### src/rtl/dm_mul_pkg.sv
package dm_mul_pkg;

    typedef enum logic {
        MUL_FULL  = 1'b0,
        MUL_SPLIT = 1'b1
    } mul_mode_e;

endpackage

### src/rtl/dm_mul_inreg.sv
module dm_mul_inreg
    import dm_mul_pkg::*;
#(
    parameter int W  = 18,
    parameter bit EN = 1'b1
) (
    input  logic         clk,
    input  logic         clr,
    input  logic [W-1:0] x_i,
    input  logic [W-1:0] y_i,
    input  logic         sx_i,
    input  logic         sy_i,
    input  mul_mode_e    mode_i,
    output logic [W-1:0] x_o,
    output logic [W-1:0] y_o,
    output logic         sx_o,
    output logic         sy_o,
    output mul_mode_e    mode_o
);

    typedef struct packed {
        logic [W-1:0] x;
        logic [W-1:0] y;
        logic         sx;
        logic         sy;
        mul_mode_e    mode;
    } op_t;

    generate
        if (EN) begin : g_reg
            op_t st_d, st_q;

            always_comb begin
                st_d.x    = x_i;
                st_d.y    = y_i;
                st_d.sx   = sx_i;
                st_d.sy   = sy_i;
                st_d.mode = mode_i;
            end

            always_ff @(posedge clk or posedge clr) begin
                if (clr) st_q <= '0;
                else     st_q <= st_d;
            end

            assign x_o    = st_q.x;
            assign y_o    = st_q.y;
            assign sx_o   = st_q.sx;
            assign sy_o   = st_q.sy;
            assign mode_o = st_q.mode;
        end else begin : g_pass
            assign x_o    = x_i;
            assign y_o    = y_i;
            assign sx_o   = sx_i;
            assign sy_o   = sy_i;
            assign mode_o = mode_i;
        end
    endgenerate

endmodule

### src/rtl/dm_mul_lane.sv
module dm_mul_lane #(
    parameter int AW = 9
) (
    input  logic [AW-1:0]   a,
    input  logic [AW-1:0]   b,
    input  logic            a_sgn,
    input  logic            b_sgn,
    output logic [2*AW-1:0] p
);

    localparam int PW = 2 * AW;

    logic signed [AW:0]   ea, eb;
    logic signed [PW-1:0] wa, wb;

    always_comb begin
        ea = $signed({a_sgn & a[AW-1], a});
        eb = $signed({b_sgn & b[AW-1], b});
        wa = PW'(ea);
        wb = PW'(eb);
        p  = wa * wb;
    end

endmodule

### src/rtl/dm_mul_array.sv
module dm_mul_array
    import dm_mul_pkg::*;
#(
    parameter int HALF_W = 9
) (
    input  logic [2*HALF_W-1:0] x,
    input  logic [2*HALF_W-1:0] y,
    input  logic                sx,
    input  logic                sy,
    input  mul_mode_e           mode,
    output logic [4*HALF_W-1:0] p
);

    localparam int W   = 2 * HALF_W;
    localparam int PW  = 2 * W;
    localparam int HPW = 2 * HALF_W;

    logic [PW-1:0]  full_p;
    logic [HPW-1:0] half_p [0:1];

    dm_mul_lane #(.AW(W)) u_full (
        .a     (x),
        .b     (y),
        .a_sgn (sx),
        .b_sgn (sy),
        .p     (full_p)
    );

    generate
        for (genvar g = 0; g < 2; g++) begin : g_half
            dm_mul_lane #(.AW(HALF_W)) u_half (
                .a     (x[g*HALF_W +: HALF_W]),
                .b     (y[g*HALF_W +: HALF_W]),
                .a_sgn (sx),
                .b_sgn (sy),
                .p     (half_p[g])
            );
        end
    endgenerate

    always_comb begin
        if (mode == MUL_SPLIT) p = {half_p[1], half_p[0]};
        else                   p = full_p;
    end

endmodule

### src/rtl/dm_mul_outreg.sv
module dm_mul_outreg #(
    parameter int PW = 36,
    parameter bit EN = 1'b1
) (
    input  logic          clk,
    input  logic          clr,
    input  logic [PW-1:0] p_i,
    output logic [PW-1:0] p_o
);

    generate
        if (EN) begin : g_reg
            logic [PW-1:0] p_d, p_q;

            always_comb p_d = p_i;

            always_ff @(posedge clk or posedge clr) begin
                if (clr) p_q <= '0;
                else     p_q <= p_d;
            end

            assign p_o = p_q;
        end else begin : g_pass
            assign p_o = p_i;
        end
    endgenerate

endmodule

### src/rtl/dm_mul.sv
module dm_mul
    import dm_mul_pkg::*;
#(
    parameter int HALF_W  = 9,
    parameter bit IN_REG  = 1'b1,
    parameter bit OUT_REG = 1'b1
) (
    input  logic                clk,
    input  logic                clr,
    input  logic [2*HALF_W-1:0] x_in,
    input  logic [2*HALF_W-1:0] y_in,
    input  logic                x_signed,
    input  logic                y_signed,
    input  logic                split_mode,
    output logic [4*HALF_W-1:0] prod
);

    localparam int W  = 2 * HALF_W;
    localparam int PW = 2 * W;

    logic [W-1:0]  xr, yr;
    logic          sxr, syr;
    mul_mode_e     mode_in, mode_r;
    logic [PW-1:0] arr_p;

    assign mode_in = split_mode ? MUL_SPLIT : MUL_FULL;

    dm_mul_inreg #(.W(W), .EN(IN_REG)) u_inreg (
        .clk    (clk),
        .clr    (clr),
        .x_i    (x_in),
        .y_i    (y_in),
        .sx_i   (x_signed),
        .sy_i   (y_signed),
        .mode_i (mode_in),
        .x_o    (xr),
        .y_o    (yr),
        .sx_o   (sxr),
        .sy_o   (syr),
        .mode_o (mode_r)
    );

    dm_mul_array #(.HALF_W(HALF_W)) u_array (
        .x    (xr),
        .y    (yr),
        .sx   (sxr),
        .sy   (syr),
        .mode (mode_r),
        .p    (arr_p)
    );

    dm_mul_outreg #(.PW(PW), .EN(OUT_REG)) u_outreg (
        .clk (clk),
        .clr (clr),
        .p_i (arr_p),
        .p_o (prod)
    );

endmodule

### config.mk
export PLATFORM = sky130hd
export DESIGN_NAME = dm_mul
export DESIGN_NICKNAME = d
export VERILOG_FILES = /design/src/rtl/dm_mul_pkg.sv /design/src/rtl/dm_mul_inreg.sv /design/src/rtl/dm_mul_lane.sv /design/src/rtl/dm_mul_array.sv /design/src/rtl/dm_mul_outreg.sv /design/src/rtl/dm_mul.sv
export SDC_FILE = /design/constraint.sdc
export NUM_CORES = 1
export LEC_CHECK = 0
export BUFFER_PORTS_ARGS = -buffer_cell sky130_fd_sc_hd__buf_2
export CAP_MARGIN = 20
export CORE_AREA = 2 2 202 204
export DETAILED_ROUTE_END_ITERATION = 8
export DIE_AREA = 0 0 204 206
export PLACE_DENSITY = 0.66
export SETUP_SLACK_MARGIN = 0.5
export SLEW_MARGIN = 20
export SYNTH_ARGS = -nofsm -noshare
export SYNTH_HDL_FRONTEND = slang
export SYNTH_SLANG_ARGS = --single-unit
### constraint.sdc
create_clock -name clk -period 10.4 [get_ports clk]
set_input_delay 0.52 -clock clk [delete_from_list [all_inputs] [get_ports clk]]
set_output_delay 0.52 -clock clk [all_outputs]
set_load 0.005 [all_outputs]
# Yosys cells after proc, flatten, opt, wreduce, memory -nomap -nowiden
# Cells that the tools add are included.
# W data, S select, Z words.
[totals]
regBits = 75
out_inout_bits = 36
wordCells = 15
inputBits = 41
[op_classes]
bitwise = 4
mul = 3
mux = 2
[op_table]
columns = ["operator", "n"]
rows = [
  ["$mul A10 B10 Y18", 2],
  ["$mul A19 B19 Y36", 1],
  ["$mux W36", 1],
  ["$and A1 B1 Y1", 4],
  ["$mux W1", 1],
]

# Logic depth before layout (Yosys ltp)
[depth]
word_depth = 3
depth_mapped = 26
depth_no_buf = 25

# By module
# A second synthesis with hierarchy kept.
[unflattened]
cells_unflattened = 2454
hier_area_um2 = 23197.2
[modules_own_cells]
columns = ["mod", "instances", "area_per_inst_um2", "cells_each"]
rows = [
  ["dm_mul_lane at u_array.u_full", 1, 13172.6, 1468],
  ["dm_mul_lane at u_array.g_half[0].u_half", 1, 3786.1, 433],
  ["dm_mul_lane at u_array.g_half[1].u_half", 1, 3764.9, 436],
  ["dm_mul_inreg", 1, 979.7, 40],
  ["dm_mul_outreg", 1, 904.6, 37],
  ["dm_mul_array", 1, 589.3, 40],
]

# Worst setup path after synthesis
# OpenSTA, ideal clock, no wires.
[synth_timing]
kind = "reg2reg"
startpoint = "reg u_inreg.g_reg.st_q, in the netlist u_inreg.y_o[7]"
endpoint = "reg u_outreg.g_reg.p_q[33], in the netlist u_outreg.p_o[33]"
stages_incl_launch_ff = 25
t_required_ps = 10259
arrival_time_ps = 6440
setup_ps = 141
path_slack_ps = 3818
period_less_slack_ps = 6582
cell_sequence = "dfrtp_1 > clkbuf_1 > clkbuf_1 > nand2_1 > fa_1 > inv_1 > fa_1 > inv_1 > fa_1 > inv_1 > fa_1 > fa_1 > fa_1 > inv_1 > fa_1 > inv_1 > ha_1 > a2111oi_0 > o21ai_1 > a32oi_1 > o21ai_2 > a211o_1 > and2_1 > o21ai_1 > o311ai_1"
[synth_between]
elab_chain_cells = 2
[synth_lines]
columns = ["item", "line_no", "source"]
rows = [
  ["start, declared", "dm_mul_inreg.sv:31", "op_t st_d, st_q;"],
  ["start signal, assigned", "dm_mul_inreg.sv:43", "else st_q <= st_d;"],
  ["$mul A19 B19 Y36", "dm_mul_lane.sv:21", "p = wa * wb;"],
  ["$mux W36", "dm_mul_array.sv:42", "if (mode == MUL_SPLIT) p = {half_p[1], half_p[0]};"],
  ["via arr_p[33]", "dm_mul.sv:24", "logic [PW-1:0] arr_p;"],
  ["end signal, assigned", "dm_mul_outreg.sv:19", "else p_q <= p_d;"],
  ["end, declared", "dm_mul_outreg.sv:13", "logic [PW-1:0] p_d, p_q;"],
]
# The timed path passes the listed nets, and every way through them passes these cells.

# Worst setup path in the final report
[layout_timing]
startpoint = "reg u_inreg.g_reg.st_q, in the netlist u_inreg.x_o[17]"
endpoint = "reg u_outreg.g_reg.p_q[33], in the netlist u_outreg.p_o[33]"
[layout_between]
elab_chain_cells = 3
word_cells_on_any_way = 4
cone_classes = "mul: 2; mux: 1; bitwise: 1"
[layout_lines]
columns = ["item", "line_no", "source"]
rows = [
  ["$and A1 B1 Y1", "dm_mul_lane.sv:17", "ea = $signed({a_sgn & a[AW-1], a});"],
  ["$mul A19 B19 Y36 / $mul A10 B10 Y18 (equally long branches)", "dm_mul_lane.sv:21", ""],
  ["$mux W36 *", "dm_mul_array.sv:42", ""],
  ["via arr_p[33]", "dm_mul.sv:24", ""],
]
# Mark *: on every way through the listed nets, which the timed path passes. The rest lies on a longest branch.

==> metrics <==
synthesized flop and latch total=75; core area=40200 um^2; TritonCTS clock tree=yes; final period utilization=74.3%; Post-synth top cells=inv_1, fa_1, nand2_1, ha_1, and2_1; Final Hold Viols=0; Clock Latency Late Sink=0.39 ns; Placed Instances=2620; Final Slew Violations=0; Post-Synthesis Cells=2080; final setup fails=0; async set-reset flop share out of synthesis=100%; Port Buf Inserts=76; Worst Max-Slew Pin Slew=1.04 ns; Clock Pin Slew Worst Setup and Hold Paths=0.08 ns; root buf cell=clkbuf_16; H-tree lvl count=3; area leader, netlist=fa_1; DR WL met3=2950 um; ratio of cells with drive above 1 in the final layout=6.70%; RD Place Congestion=0.886; drt wl/cell=18.8 um; hold buffer count at CTS=0; reg2reg setup slack=2.67 ns; maximum fanout along the worst path=25; DR vias/cell=5.27; Max-Cap Viols=0; CP Data Required Time=10.68 ns; Area contributors post-synth=fa_1, ha_1, inv_1; die area=42000 um^2; post-synthesis sequential area ratio=9.49%; remaining global-route overflow=0; nets@finish=2774; WS Path Type=reg2reg; DRT met1 WL=19100 um; CP endpoint kind=flop; All-Layer GR Usage=25.7%; area grow syn2layout=5.95%; PostCTS Resize Cnt=0; first-pass GRT wire length=81500 um; drt pass-1 iters=7; setup_tns=0 ns; Crit path arrival time=8.02 ns; Initial Util=49.2%; mapped cell area=19800 um^2; status=completed; most numerous cell in the Yosys netlist=inv_1; Syn Area/Cell=9.50 um^2; hpwl dp=39900 um; DRC Markers=0; Synthesis Warnings=0; vias in the first global route=15400; HP Class=in2async; total vias in the final route=13900; Post-Synthesis Net Count=2755; non-filler instance count after layout=2636; total CTS buffers=9; kind of start point of the critical path=flop; Inserted Diodes=0; total wire length=49600 um; initial drt markers=692; min cycle time layout=7.73 ns; setup bufs post-CTS=0; DIE WIDTH=204 um; DRT antenna net count=0; largest net degree at the start of global routing=61; clock buffer depth=2; row count=74; fmax=0.129 GHz; Slew HR=30.6%; Synth top area share=45.6%; synth unique cells=60; wire length on met2=25400 um; number of enable flip-flop cells after synthesis=0; RSZ-0062 raised after global routing=false; initial antenna violation count=0; die height=206 um; Synth Flop Type=dfrtp_1; clock sink total=75; FILL cells=3704; Top Ports=77; final setup skew=0.0150 ns; Top Layer Used=met4
cell type report:
class / count / area [um^2] / share of cell area (%)
clock buffer: 9 / 225 / 1.08
tap: 532 / 666 / 3.18
multi-input combinational: 1388 / 15600 / 74.4
inverter: 533 / 2000 / 9.56
sequential: 75 / 1880 / 8.97
timing repair buffer: 92 / 500 / 2.39
clock inverter: 7 / 98.8 / 0.472
worst max-delay path, cell delays in order, from the launching register on:
cell and delay [ns]:
dfrtp_1 0.80, and2_1 0.56, nand2_1 0.27, fa_1 0.72, fa_1 0.87, inv_1 0.16
fa_1 0.52, inv_1 0.06, fa_1 0.54, inv_1 0.05, fa_1 0.48, inv_1 0.06
fa_1 0.48, inv_1 0.04, ha_1 0.27, ha_1 0.35, nand2_1 0.08, nor3_1 0.39
nand2_1 0.10, o21ai_0 0.13, a211o_1 0.18, and2_1 0.17, o21ai_1 0.08, o311ai_1 0.26
placed cells by master (no fill, tap or decap), types with 16 or more instances in the layout:
cell type  instances
buf_2             76
inv_1            531
and2_1           145
xor2_1            24
nor2_1            47
dfrtp_1           74
o21ai_0           25
fa_1             450
a21oi_1           41
and3_1            16
buf_4             16
ha_1             184
or2_2             17
a21o_1            20
xnor2_1           45
nand2_1          235
state kept, by name, indices dropped and copies added, names as in the netlist:
signal and flops:
u_inreg.mode_o 1, u_inreg.sx_o 1, u_inreg.sy_o 1, u_inreg.x_o 18, u_inreg.y_o 18, u_outreg.p_o 36
metal layers:
layer,global-route usage [%],vias to the layer above
met3,4.43,115
met5,0,-
met2,44.8,462
li1,-,6201
met1,31.4,7105
met4,11.4,0
worst paths after layout:
| kind | startpoint | cells past startpoint | endpoint |
|---|---|---|---|
| worst min register to register | u_inreg.x_o[0] | 2 | u_outreg.p_o[0] |
| worst min-delay path | clr | 2 | u_outreg.p_o[5] |
| worst max register to register | u_inreg.x_o[17] | 23 | u_outreg.p_o[33] |
| min in group clk | split_mode | 1 | u_inreg.mode_o |
| worst max-delay path | u_inreg.x_o[17] | 23 | u_outreg.p_o[33] |
| max in group asynchronous | clr | 3 | u_inreg.sx_o |
logic make-up (layout without fill, tap and decap cells):
kind of cell             Yosys count  count (layout)  synth area share [%]
adder cells (fa/ha/maj)          634             634                  57.2
AND/OR/NAND/NOR                  513             513                  12.6
XOR/XNOR                          69              69                  3.06
flip-flops                        75              75                  9.49
buffers and inverters            617             641                  11.7
AO/OA/AOI/OAI                    164             164                  5.49
multiplexers                       8               8                 0.424
stage by stage:
step	instance area [um^2]	setup WS [ns]	util (%)	hold WS [ns]
after floorplan	19800	3.82	-	0.551
after global placement	20600	2.97	51.3	0.627
after detailed placement	20600	2.73	51.3	0.629
after CTS	20900	2.72	52.1	0.206
after global routing	20900	2.19	52.1	0.214
final	20900	2.67	52.1	0.207
Power is left out: the tool's default activity adds up to more than one toggle a clock period on the data nets, which glitch-free logic cannot reach.
